`config.mk`:
```
export PLATFORM = sky130hd
export DESIGN_NAME = fb_scanout
export DESIGN_NICKNAME = d
export VERILOG_FILES = /design/src/rtl/fb_scan_pkg.sv /design/src/rtl/fb_axis_counter.sv /design/src/rtl/fb_addr_gen.sv /design/src/rtl/fb_pixel_unpack.sv /design/src/rtl/fb_scanout.sv
export SDC_FILE = /design/constraint.sdc
export NUM_CORES = 1
export LEC_CHECK = 0
export ABC_AREA = 1
export ABC_CLOCK_PERIOD_IN_PS = 8610
export BUFFER_PORTS_ARGS = -buffer_cell sky130_fd_sc_hd__buf_2
export CAP_MARGIN = 20
export CORE_UTILIZATION = 25
export DETAILED_ROUTE_END_ITERATION = 16
export HOLD_SLACK_MARGIN = 0.06
export PLACE_DENSITY = 0.57
export SYNTH_ARGS = -nofsm -noshare
export SYNTH_HDL_FRONTEND = slang
export SYNTH_SLANG_ARGS = --single-unit
```
`constraint.sdc`:
```
create_clock -name clk -period 8.61 [get_ports clk]
set_clock_uncertainty 0.05 [all_clocks]
set_input_delay 1.2915 -clock clk [delete_from_list [all_inputs] [get_ports clk]]
set_output_delay 1.2915 -clock clk [all_outputs]
set_load 0.01 [all_outputs]
```
`src/rtl/fb_scan_pkg.sv`:
```
package fb_scan_pkg;

  localparam int PAGE_SHIFT   = 13;
  localparam int STRIDE_SHIFT = 6;
  localparam int BYTE_SHIFT   = 2;
  localparam logic [4:0] FMT_RGBA32 = 5'd0;

  typedef struct packed {
    logic [8:0] base;
    logic [5:0] stride;
    logic [4:0] fmt;
  } fbuf_cfg_t;

  typedef struct packed {
    logic [11:0] x0;
    logic [10:0] y0;
    logic [11:0] wm1;
    logic [10:0] hm1;
  } win_cfg_t;

  function automatic fbuf_cfg_t decode_fbuf(input logic [19:0] r);
    fbuf_cfg_t c;
    c.base   = r[8:0];
    c.stride = r[14:9];
    c.fmt    = r[19:15];
    return c;
  endfunction

  function automatic win_cfg_t decode_win(input logic [22:0] lo, input logic [22:0] hi);
    win_cfg_t w;
    w.x0  = lo[11:0];
    w.y0  = lo[22:12];
    w.wm1 = hi[11:0];
    w.hm1 = hi[22:12];
    return w;
  endfunction

endpackage

```
`src/rtl/fb_axis_counter.sv`:
```
module fb_axis_counter #(
  parameter int ACT  = 16,
  parameter int FP   = 1,
  parameter int SYNC = 1,
  parameter int BP   = 1,
  localparam int TOTAL = ACT + FP + SYNC + BP,
  localparam int CW    = (TOTAL > 1) ? $clog2(TOTAL) : 1
) (
  input  logic          clk,
  input  logic          rst_n,
  input  logic          step,
  output logic [CW-1:0] cnt,
  output logic          in_act,
  output logic          in_sync,
  output logic          at_last
);

  localparam int SYNC_START = ACT + FP;
  localparam int SYNC_STOP  = ACT + FP + SYNC;

  assign at_last = (32'(cnt) == TOTAL - 1);
  assign in_act  = (32'(cnt) < ACT);
  assign in_sync = (32'(cnt) >= SYNC_START) && (32'(cnt) < SYNC_STOP);

  always_ff @(posedge clk) begin
    if (!rst_n) begin
      cnt <= '0;
    end else if (step) begin
      cnt <= at_last ? '0 : cnt + 1'b1;
    end
  end

endmodule

```
`src/rtl/fb_addr_gen.sv`:
```
module fb_addr_gen
  import fb_scan_pkg::*;
#(
  parameter int HCW = 5,
  parameter int VCW = 4,
  parameter int AW  = 32
) (
  input  logic [HCW-1:0] hcnt,
  input  logic [VCW-1:0] vcnt,
  input  logic [8:0]     base,
  input  logic [5:0]     stride,
  output logic [AW-1:0]  addr
);

  logic [AW-1:0] row_units;
  logic [AW-1:0] pix_index;
  logic [AW-1:0] page_off;

  always_comb begin
    row_units = AW'(vcnt) * AW'(stride);
    pix_index = (row_units << STRIDE_SHIFT) + AW'(hcnt);
    page_off  = AW'(base) << PAGE_SHIFT;
    addr      = page_off + (pix_index << BYTE_SHIFT);
  end

endmodule

```
`src/rtl/fb_pixel_unpack.sv`:
```
module fb_pixel_unpack
  import fb_scan_pkg::*;
#(
  parameter int HCW = 5,
  parameter int VCW = 4
) (
  input  logic [HCW-1:0] hcnt,
  input  logic [VCW-1:0] vcnt,
  input  logic           active,
  input  logic           enable,
  input  logic [4:0]     fmt,
  input  win_cfg_t       win,
  input  logic [23:0]    word,
  output logic [7:0]     red,
  output logic [7:0]     green,
  output logic [7:0]     blue
);

  logic [12:0] h_ext, x_end;
  logic [11:0] v_ext, y_end;
  logic        in_win, show;

  always_comb begin
    h_ext  = 13'(hcnt);
    v_ext  = 12'(vcnt);
    x_end  = 13'(win.x0) + 13'(win.wm1);
    y_end  = 12'(win.y0) + 12'(win.hm1);
    in_win = (h_ext >= 13'(win.x0)) && (h_ext <= x_end) &&
             (v_ext >= 12'(win.y0)) && (v_ext <= y_end);
    show   = enable && active && in_win && (fmt == FMT_RGBA32);
    red    = show ? word[7:0]   : 8'd0;
    green  = show ? word[15:8]  : 8'd0;
    blue   = show ? word[23:16] : 8'd0;
  end

endmodule

```
`src/rtl/fb_scanout.sv`:
```
module fb_scanout
  import fb_scan_pkg::*;
#(
  parameter int H_ACT  = 16,
  parameter int H_FP   = 1,
  parameter int H_SYNC = 1,
  parameter int H_BP   = 1,
  parameter int V_ACT  = 8,
  parameter int V_FP   = 1,
  parameter int V_SYNC = 1,
  parameter int V_BP   = 1,
  parameter int AW     = 32
) (
  input  logic          clk,
  input  logic          rst_n,
  input  logic [63:0]   mode_reg,
  input  logic [63:0]   dispbuf_reg,
  input  logic [63:0]   window_reg,
  output logic [AW-1:0] mem_addr,
  input  logic [31:0]   mem_data,
  output logic          hsync,
  output logic          vsync,
  output logic          de,
  output logic [7:0]    red,
  output logic [7:0]    green,
  output logic [7:0]    blue,
  output logic          frame_end,
  output logic          frame_evt
);

  localparam int H_TOTAL = H_ACT + H_FP + H_SYNC + H_BP;
  localparam int V_TOTAL = V_ACT + V_FP + V_SYNC + V_BP;
  localparam int HCW = (H_TOTAL > 1) ? $clog2(H_TOTAL) : 1;
  localparam int VCW = (V_TOTAL > 1) ? $clog2(V_TOTAL) : 1;

  logic [HCW-1:0] hcnt;
  logic [VCW-1:0] vcnt;
  logic h_act, h_sync, h_last;
  logic v_act, v_sync, v_last;
  fbuf_cfg_t fbuf;
  win_cfg_t  win;
  logic unused_bits;

  assign fbuf = decode_fbuf(dispbuf_reg[19:0]);
  assign win  = decode_win(window_reg[22:0], window_reg[54:32]);
  assign unused_bits = ^{mode_reg[63:1], dispbuf_reg[63:20],
                         window_reg[31:23], window_reg[63:55], mem_data[31:24]};

  fb_axis_counter #(.ACT(H_ACT), .FP(H_FP), .SYNC(H_SYNC), .BP(H_BP)) u_hax (
    .clk(clk), .rst_n(rst_n), .step(1'b1),
    .cnt(hcnt), .in_act(h_act), .in_sync(h_sync), .at_last(h_last)
  );

  fb_axis_counter #(.ACT(V_ACT), .FP(V_FP), .SYNC(V_SYNC), .BP(V_BP)) u_vax (
    .clk(clk), .rst_n(rst_n), .step(h_last),
    .cnt(vcnt), .in_act(v_act), .in_sync(v_sync), .at_last(v_last)
  );

  fb_addr_gen #(.HCW(HCW), .VCW(VCW), .AW(AW)) u_addr (
    .hcnt(hcnt), .vcnt(vcnt), .base(fbuf.base), .stride(fbuf.stride),
    .addr(mem_addr)
  );

  fb_pixel_unpack #(.HCW(HCW), .VCW(VCW)) u_unpack (
    .hcnt(hcnt), .vcnt(vcnt), .active(de), .enable(mode_reg[0]),
    .fmt(fbuf.fmt), .win(win), .word(mem_data[23:0]),
    .red(red), .green(green), .blue(blue)
  );

  assign de        = h_act && v_act;
  assign hsync     = h_sync;
  assign vsync     = v_sync;
  assign frame_end = h_last && v_last;

  always_ff @(posedge clk) begin
    if (!rst_n) begin
      frame_evt <= 1'b0;
    end else begin
      frame_evt <= frame_end;
    end
  end

endmodule

```
==> summary.txt, run 1 <==
GRT
  – Initial antenna violation count: 2
  – First-pass GRT wire length: 15.1 mm
  – Largest net degree at the start of global routing: 25
  – Overflow left after global routing: 0
  – Total track usage: 13.1%
  – Vias in the first global route: between 3,000 and 4,000

Worst hold path
  – Hold WC Path Type: flop to flop

Timing
  – Tightest Pin Transition: about 0.65 ns
  – Final hold vios: 0
  – Max-slew violation count: 0
  – Setup TNS Final: 0 ns
  – Slew Limit Headroom: around 56%
  – Final worst path period share: ~76%
  – Min Tclk post-route: between 6 and 7 ns
  – RSZ-0062 raised after global routing: no
  – # setup viols final: 0
  – Fmax: between 150 and 200 MHz

Routing
  – DRC: 0
  – Routed vias: between 3,000 and 4,000
  – Routed vias/inst: between 4 and 5
  – Final WL: around 9.4 mm
  – DR WL/cell: 10.7 um
  – 1st-iter DRT viols: approximately 140
  – Final ANT Viol Nets: 0
  – Drt pass-1 iters: 6

Clock network
  – CTS tree: yes
  – Post-CTS Hold Buffers: 0
  – Post_cts resized: 0
  – Setup Buffers After CTS: 0
  – Clock transition at the registers of the reported paths: 0.04 ns
  – H-tree Lvls: 1
  – Cts bufs inserted: 3
  – Clk Latency, worst-skew pair: between 0.2 and 0.25 ns
  – Clock sinks: 10
  – Deepest clock path buffer count: 2
  – Root buffer cell: clkbuf_16

Cells and area
  – Post-route cell area: between 4000 and 5000 um2
  – Share of cells above drive strength 1: roughly 24%
  – Area Growth Syn to Fin: 26.6%
  – Final core occ: 32.7%
  – Post-layout nets: between 1,000 and 1,500

Synthesis
  – Most frequent cell after synthesis: nand2_1
  – Cell taking the most area after synthesis: ha_1
  – Post-synth EDFFs: 0
  – Post-synth top cells: 145 x nand2_1, 131 x inv_1, 64 x ha_1, 47 x nor2_1, 29 x nand3_1
  – Post-synth top area share: around 23%
  – Asr flop ratio synth: 0%
  – Top_reg_cell synth: dfxtp_1
  – Top cells by area, synth: ha_1 23%, nand2_1 16%, inv_1 14%, fa_1 6.4%, dfxtp_1 5.8%
  – Post-Syn Area per Cell: a little over 6 um2
  – Count of different cell masters after synthesis: 33
  – Syn Inst Count: 569
  – Mapped cell area: 3460 um2
  – Synth warnings: 0
  – #FFs+latches synth: 10
  – Sequential area share after synthesis: between 5 and 6%

Setup path
  – Required time of the worst setup path: ~7.3 ns
  – Reg-to-reg slack, setup: slightly below 7 ns
  – Crit-path max FO: 4
  – Critical Path AT: a little over 5 ns
  – Setup Crit Path Kind: input port to output port
  – Cell breakdown of the critical path: buf_2, nand2_1, inv_1, fa_1, inv_1, fa_1, inv_1, ha_1, a21oi_1, nand2_1, a21o_1, nand2_1, nand2_1, xnor2_1, inv_1, ha_1, nand2_1, nor2_1, a211oi_1, nor2_1, o21ai_0, nor2_1, xor2_1, buf_2
  – Crit-path leading delay family: adder cells
  – CP most frequent cell: nand2_1
  – Critical-path top delay cell: fa_1
  – Worst setup SP type: input port
  – CP max stage delay: between 0.5 and 0.6 ns
  – Worst path bufs/invs: 6
  – Crit path capture type: output port

Floorplan
  – Row count: 42
  – Core box area: ~13,000 um2
  – Die Area: roughly 14,000 um2
  – Chip Height: about 120 um
  – I/O pin total: around 290
  – Initial Utilization: between 20% and 30%
  – Die Wd: between 100 and 150 um

Placed design
  – Port bufs: ~140
  – DP Area: 4300 um2
  – GP Congestion: roughly 0.83
  – Dpl hpwl: around 8.5 mm

Power and ir drop
  – Leakage power: a little under 3 nW
  – PwrDens: approximately 63 nW/um2
  – Maximum vdd drop: around 0.000048 V

Run
  – Max-Cap Viols: 0

Run status
  – Status: complete, no violations
-- final timing paths --
path / from / end / cells past startpoint
min reg2reg: u_hax.cnt[0] / u_hax.cnt[0] / 1
max reg2reg: u_hax.cnt[0] / u_vax.cnt[3] / 8
max: dispbuf_reg[10] / mem_addr[21] / 24
min: u_hax.cnt[0] / u_hax.cnt[0] / 1
-- logic make-up (layout without fill, tap and decap cells) --
kind of cell | count (synthesis) | after routing | share of synthesized area [%]
AND/OR/NAND/NOR | 272 | 272 | 34.7
buffers and inverters | 149 | 275 | 17.9
adder cells (fa/ha/maj) | 75 | 75 | 29.5
AO/OA/AOI/OAI | 43 | 43 | 7.23
XOR/XNOR | 19 | 19 | 4.81
flip-flops | 10 | 10 | 5.78
other | 1 | 14 | 0.108
-- metal layers --
metal  global-route usage (%)  wire [um]  up-vias
li1                         -          -     2020
met1                     15.4       4100     1535
met2                     24.7       4640      117
met3                     2.66        660        2
met4                     1.48         25        0
met5                        0          0        -
-- layout by cell type (no fill, tap or decap), drive strengths merged --
cell / instances
o21a: 2
diode: 2
xor2: 7
nand2: 146
nand3b: 3
a31oi: 2
nor2: 67
clkbuf: 3
dfxtp: 10
or2: 1
a211oi: 2
nand3: 33
fa: 11
conb: 12
inv: 131
o2111a: 1
buf: 141
ha: 64
nor3b: 1
o21bai: 2
a21o: 2
o21ai: 12
nor4: 4
a21boi: 1
a21oi: 19
nor3: 7
xnor2: 12
nand4: 10
-- state kept, by name, summed over array words and instances, names as in the netlist --
signal / cells
u_hax.cnt: 5
u_vax.cnt: 4
frame_evt: 1
-- metrics by stage --
stage	hold WS (ns)	setup WS, ns	total power [mW]	std cells
after detailed placement	0.457	2.07	0.198	879
after CTS	0.469	2.06	0.280	882
final	0.460	2.09	0.277	884
after global routing	0.514	1.78	0.305	882
after floorplan	0.457	2.51	0.151	580
after global placement	0.451	2.06	0.197	879
-- area by class of cell --
cell class	count	area, um2
fillers	1502	9020
multi-input cells	421	2680
repair buffers	141	706
inverters	131	492
well taps	176	220
flip-flops and latches	10	200
clock buffers	3	75.1
diodes	2	5.00
-- where the power goes --
part / leakage, nW / switching, mW / internal (mW) / total (mW)
clock: 0.0370 / 0.0206 / 0.0601 / 0.0807
sequential: 0.0812 / 0.00237 / 0.0477 / 0.0501
combinational: 2.76 / 0.0847 / 0.0616 / 0.146
total: 2.88 / 0.108 / 0.169 / 0.277
-- worst reg2reg max path, cell delays in order, from the launching register on --
cell and delay, ns:
dfxtp_1 0.36, inv_1 0.14, ha_1 0.19, nand3_1 0.22, nor3_1 0.28, nand2_1 0.10
inv_1 0.08, nor2_1 0.04, nor3_1 0.14
No activity file was read; power rests on OpenSTA's default activity.
==> run 2: changes to the inputs <==
--- a/config.mk
+++ b/config.mk
@@ -6,13 +6,13 @@
 export NUM_CORES = 1
 export LEC_CHECK = 0
 export ABC_AREA = 1
-export ABC_CLOCK_PERIOD_IN_PS = 8610
+export ABC_CLOCK_PERIOD_IN_PS = 5650
 export BUFFER_PORTS_ARGS = -buffer_cell sky130_fd_sc_hd__buf_2
 export CAP_MARGIN = 20
 export CORE_UTILIZATION = 25
 export DETAILED_ROUTE_END_ITERATION = 16
 export HOLD_SLACK_MARGIN = 0.06
-export PLACE_DENSITY = 0.57
+export PLACE_DENSITY = 0.59
 export SYNTH_ARGS = -nofsm -noshare
 export SYNTH_HDL_FRONTEND = slang
 export SYNTH_SLANG_ARGS = --single-unit
==> constraint.sdc (replaced) <==
create_clock -name clk -period 5.65 [get_ports clk]
set_clock_uncertainty 0.05 [all_clocks]
set_input_delay 0.8475 -clock clk [delete_from_list [all_inputs] [get_ports clk]]
set_output_delay 0.8475 -clock clk [all_outputs]
set_load 0.01 [all_outputs]
==> run 2 against run 1 <==
  * Sequential share of layout area down 0.10 points
  * Combinational power rose by 54%
  * Final cell count is 0.79% higher
  * Non-clock buffer count is 6 higher
==> summary.txt, run 2 (synthesized netlist as in run 1, its figures left out) <==
Run status
  – Status: complete, no violations

Placed design
  – GP Congestion: 0.876 (+6.0%)
  – DP Area: 4340 um2 (+0.87%)
  – Dpl cells: 884 (+0.57%)
  – Port bufs: 141 (unchanged)
  – Dpl hpwl: 8.67 mm (+2.0%)

Cells and area
  – Max FFs per register: 5 (unchanged)
  – Post-route cell area: 4480 um2 (+2.3%)
  – Biggest regs: u_hax.cnt x5, u_vax.cnt x4, frame_evt x1
  – Fillers: 1,518 (+1.1%)
  – Most frequent cells in the layout: 144 x nand2_1, 141 x buf_2, 131 x inv_1
  – Post-layout nets: 1,015 (+0.59%)
  – Share of cells above drive strength 1: 26.3% (+1.9 points)
  – Largest Register: u_hax.cnt
  – Cell Count, Final, Fillers Out: 891 (+0.79%)
  – Final core occ: 33.4% (+0.75 points)
  – Most common library cell in the layout ignoring fill and taps: nand2_1
  – Area Growth Syn to Fin: 29.5%

Routing
  – Routed vias/inst: 4.21 (+1.2%)
  – Final ANT Viol Nets: 0 (unchanged)
  – DR WL/cell: 10.8 um (+1.2%)
  – Routed vias: 3,748 (+2.0%)
  – DRC: 0 (unchanged)
  – Final WL: 9.61 mm (+2.0%)
  – 1st-iter DRT viols: 126 (-6.7%)
  – Drt pass-1 iters: 4 (-2)

Clock network
  – CTS tree: yes
  – Clk Latency, worst-skew pair: 0.23 ns (about the same)
  – Cts bufs inserted: 3 (unchanged)
  – Clock sinks: 10 (unchanged)
  – Clock transition at the registers of the reported paths: 0.04 ns (about the same)
  – H-tree Lvls: 1 (unchanged)
  – Root buffer cell: clkbuf_16
  – Deepest clock path buffer count: 2 (unchanged)

Floorplan
  – I/O pin total: 287 (unchanged)
  – Chip Height: 120 um (unchanged)
  – Die Area: 14,300 um2 (unchanged)
  – Core box area: 13,400 um2 (unchanged)
  – Row count: 42 (unchanged)
  – Die Wd: 120 um (unchanged)
  – Initial Utilization: 25.8% (unchanged)

Run
  – Max-Cap Viols: 0 (unchanged)

Setup path
  – Worst r2r path cells: 7 (-1)
  – Critical Path AT: 4.50 ns (-0.68 ns)
  – Worst setup SP type: input port
  – Reg-to-reg slack, setup: 3.97 ns (-2.95 ns)
  – Worst path bufs/invs: 8 (+2)
  – Crit-path max FO: 4 (unchanged)
  – Crit path capture type: output port
  – Cell breakdown of the critical path: buf_2, nand2_1, inv_1, fa_1, inv_1, fa_1, inv_1, ha_4, a21oi_1, nand2_1, a21o_1, nand2_1, nand2_1, xnor2_1, inv_1, ha_4, buf_4, a21oi_2, nand2_2, a21oi_2, o21bai_2, buf_4, xor2_1, buf_2
  – Required time of the worst setup path: 4.75 ns (-2.52 ns)
  – Crit-path leading delay family: adder cells
  – RR Startpoint: u_hax.cnt[1]
  – CP max stage delay: 0.54 ns (about the same)
  – Setup Crit Path Kind: input port to output port
  – FF-to-FF End: u_vax.cnt[3]
  – Critical-path top delay cell: fa_1

Worst hold path
  – Hold WC Path Type: flop to flop
  – Worst Hold End: u_hax.cnt[0]
  – HP Start: u_hax.cnt[0]
  – Hold path cells: 1 (unchanged)

Power and ir drop
  – Leakage power: 2.92 nW (+1.2%)
  – PwrDens: 94.6 nW/um2 (+50%)
  – Maximum vdd drop: 0.0000623 V (+30%)

Timing
  – Final hold vios: 0 (unchanged)
  – Setup TNS Final: 0 ns (unchanged)
  – Min Tclk post-route: 5.40 ns
  – Tightest Pin Transition: 0.648 ns (-0.00432 ns)
  – RSZ-0062 raised after global routing: no
  – Final worst path period share: 95.6%
  – Fmax: ~190 MHz
  – Max-slew violation count: 0 (unchanged)
  – # setup viols final: 0 (unchanged)
  – Slew Limit Headroom: 56.8% (+0.29 points)

GRT
  – Largest net degree at the start of global routing: 25 (unchanged)
  – Global-route met2 utilization: 25.1% (+0.33 points)
  – GR Util met3: 2.95% (+0.29 points)
  – Total track usage: 13.5% (+0.44 points)
  – First-pass GRT wire length: 15.5 mm (+2.6%)
  – Most Crowded Layer GR: met2
  – Overflow left after global routing: 0 (unchanged)
  – Initial antenna violation count: 3 (+1)
  – Vias in the first global route: 3,497 (+5.7%)
  – Routing usage on met1: 15.0% (-0.43 points)
-- run 2: through the flow --
step	hold slack (ns)	setup slack, ns	power, mW
3_3_place_gp	0.453	0.107	0.301
5_1_grt	0.522	0.000452	0.467
6_report	0.465	0.250	0.424
2_1_floorplan	0.457	0.441	0.231
3_5_place_dp	0.457	0.0823	0.303
4_1_cts	0.470	0.0506	0.428
-- run 2: repair_timing --
action	in CTS	in global routing
buffers inserted	0	1
hold buffers	0	0
hold endpoints to repair	0	0
endpoints found under the setup margin	0	5
resized for setup	0	10
-- run 2: power breakdown --
part | leakage (nW) | total (mW) | internal, mW | switching [mW]
clock | 0.0370 | 0.122 | 0.0916 | 0.0307
combinational | 2.80 | 0.225 | 0.0948 | 0.130
sequential | 0.0812 | 0.0765 | 0.0727 | 0.00373
-- run 2: layer usage --
layer / vias to the layer above / share of wire (%)
li1: 2025 / -
met1: 1585 / 41
met2: 127 / 48
met3: 11 / 7.0
met4: 0 / 3.2
met5: - / 0
-- run 2: final cells by class --
class                      count  area, um2  area share, %
antenna                        3       7.51          0.168
clock buffer                   3       75.1           1.68
inverter                     131        492           11.0
multi-input combinational    421       2740           61.1
sequential                    10        200           4.47
tap                          176        220           4.91
timing repair buffer         147        751           16.8
-- run 2: worst max-delay path by stage --
stage / startpoint / end / slack, ns / depth (start not counted)
2_1_floorplan: dispbuf_reg[10] / mem_addr[21] / 0.44 / 22
3_3_place_gp: dispbuf_reg[9] / mem_addr[21] / 0.11 / 21
3_5_place_dp: dispbuf_reg[9] / mem_addr[21] / 0.08 / 21
4_1_cts: dispbuf_reg[10] / mem_addr[21] / 0.05 / 24
5_1_grt: dispbuf_reg[11] / mem_addr[22] / 0.0005 / 24
6_report: dispbuf_reg[10] / mem_addr[18] / 0.25 / 24
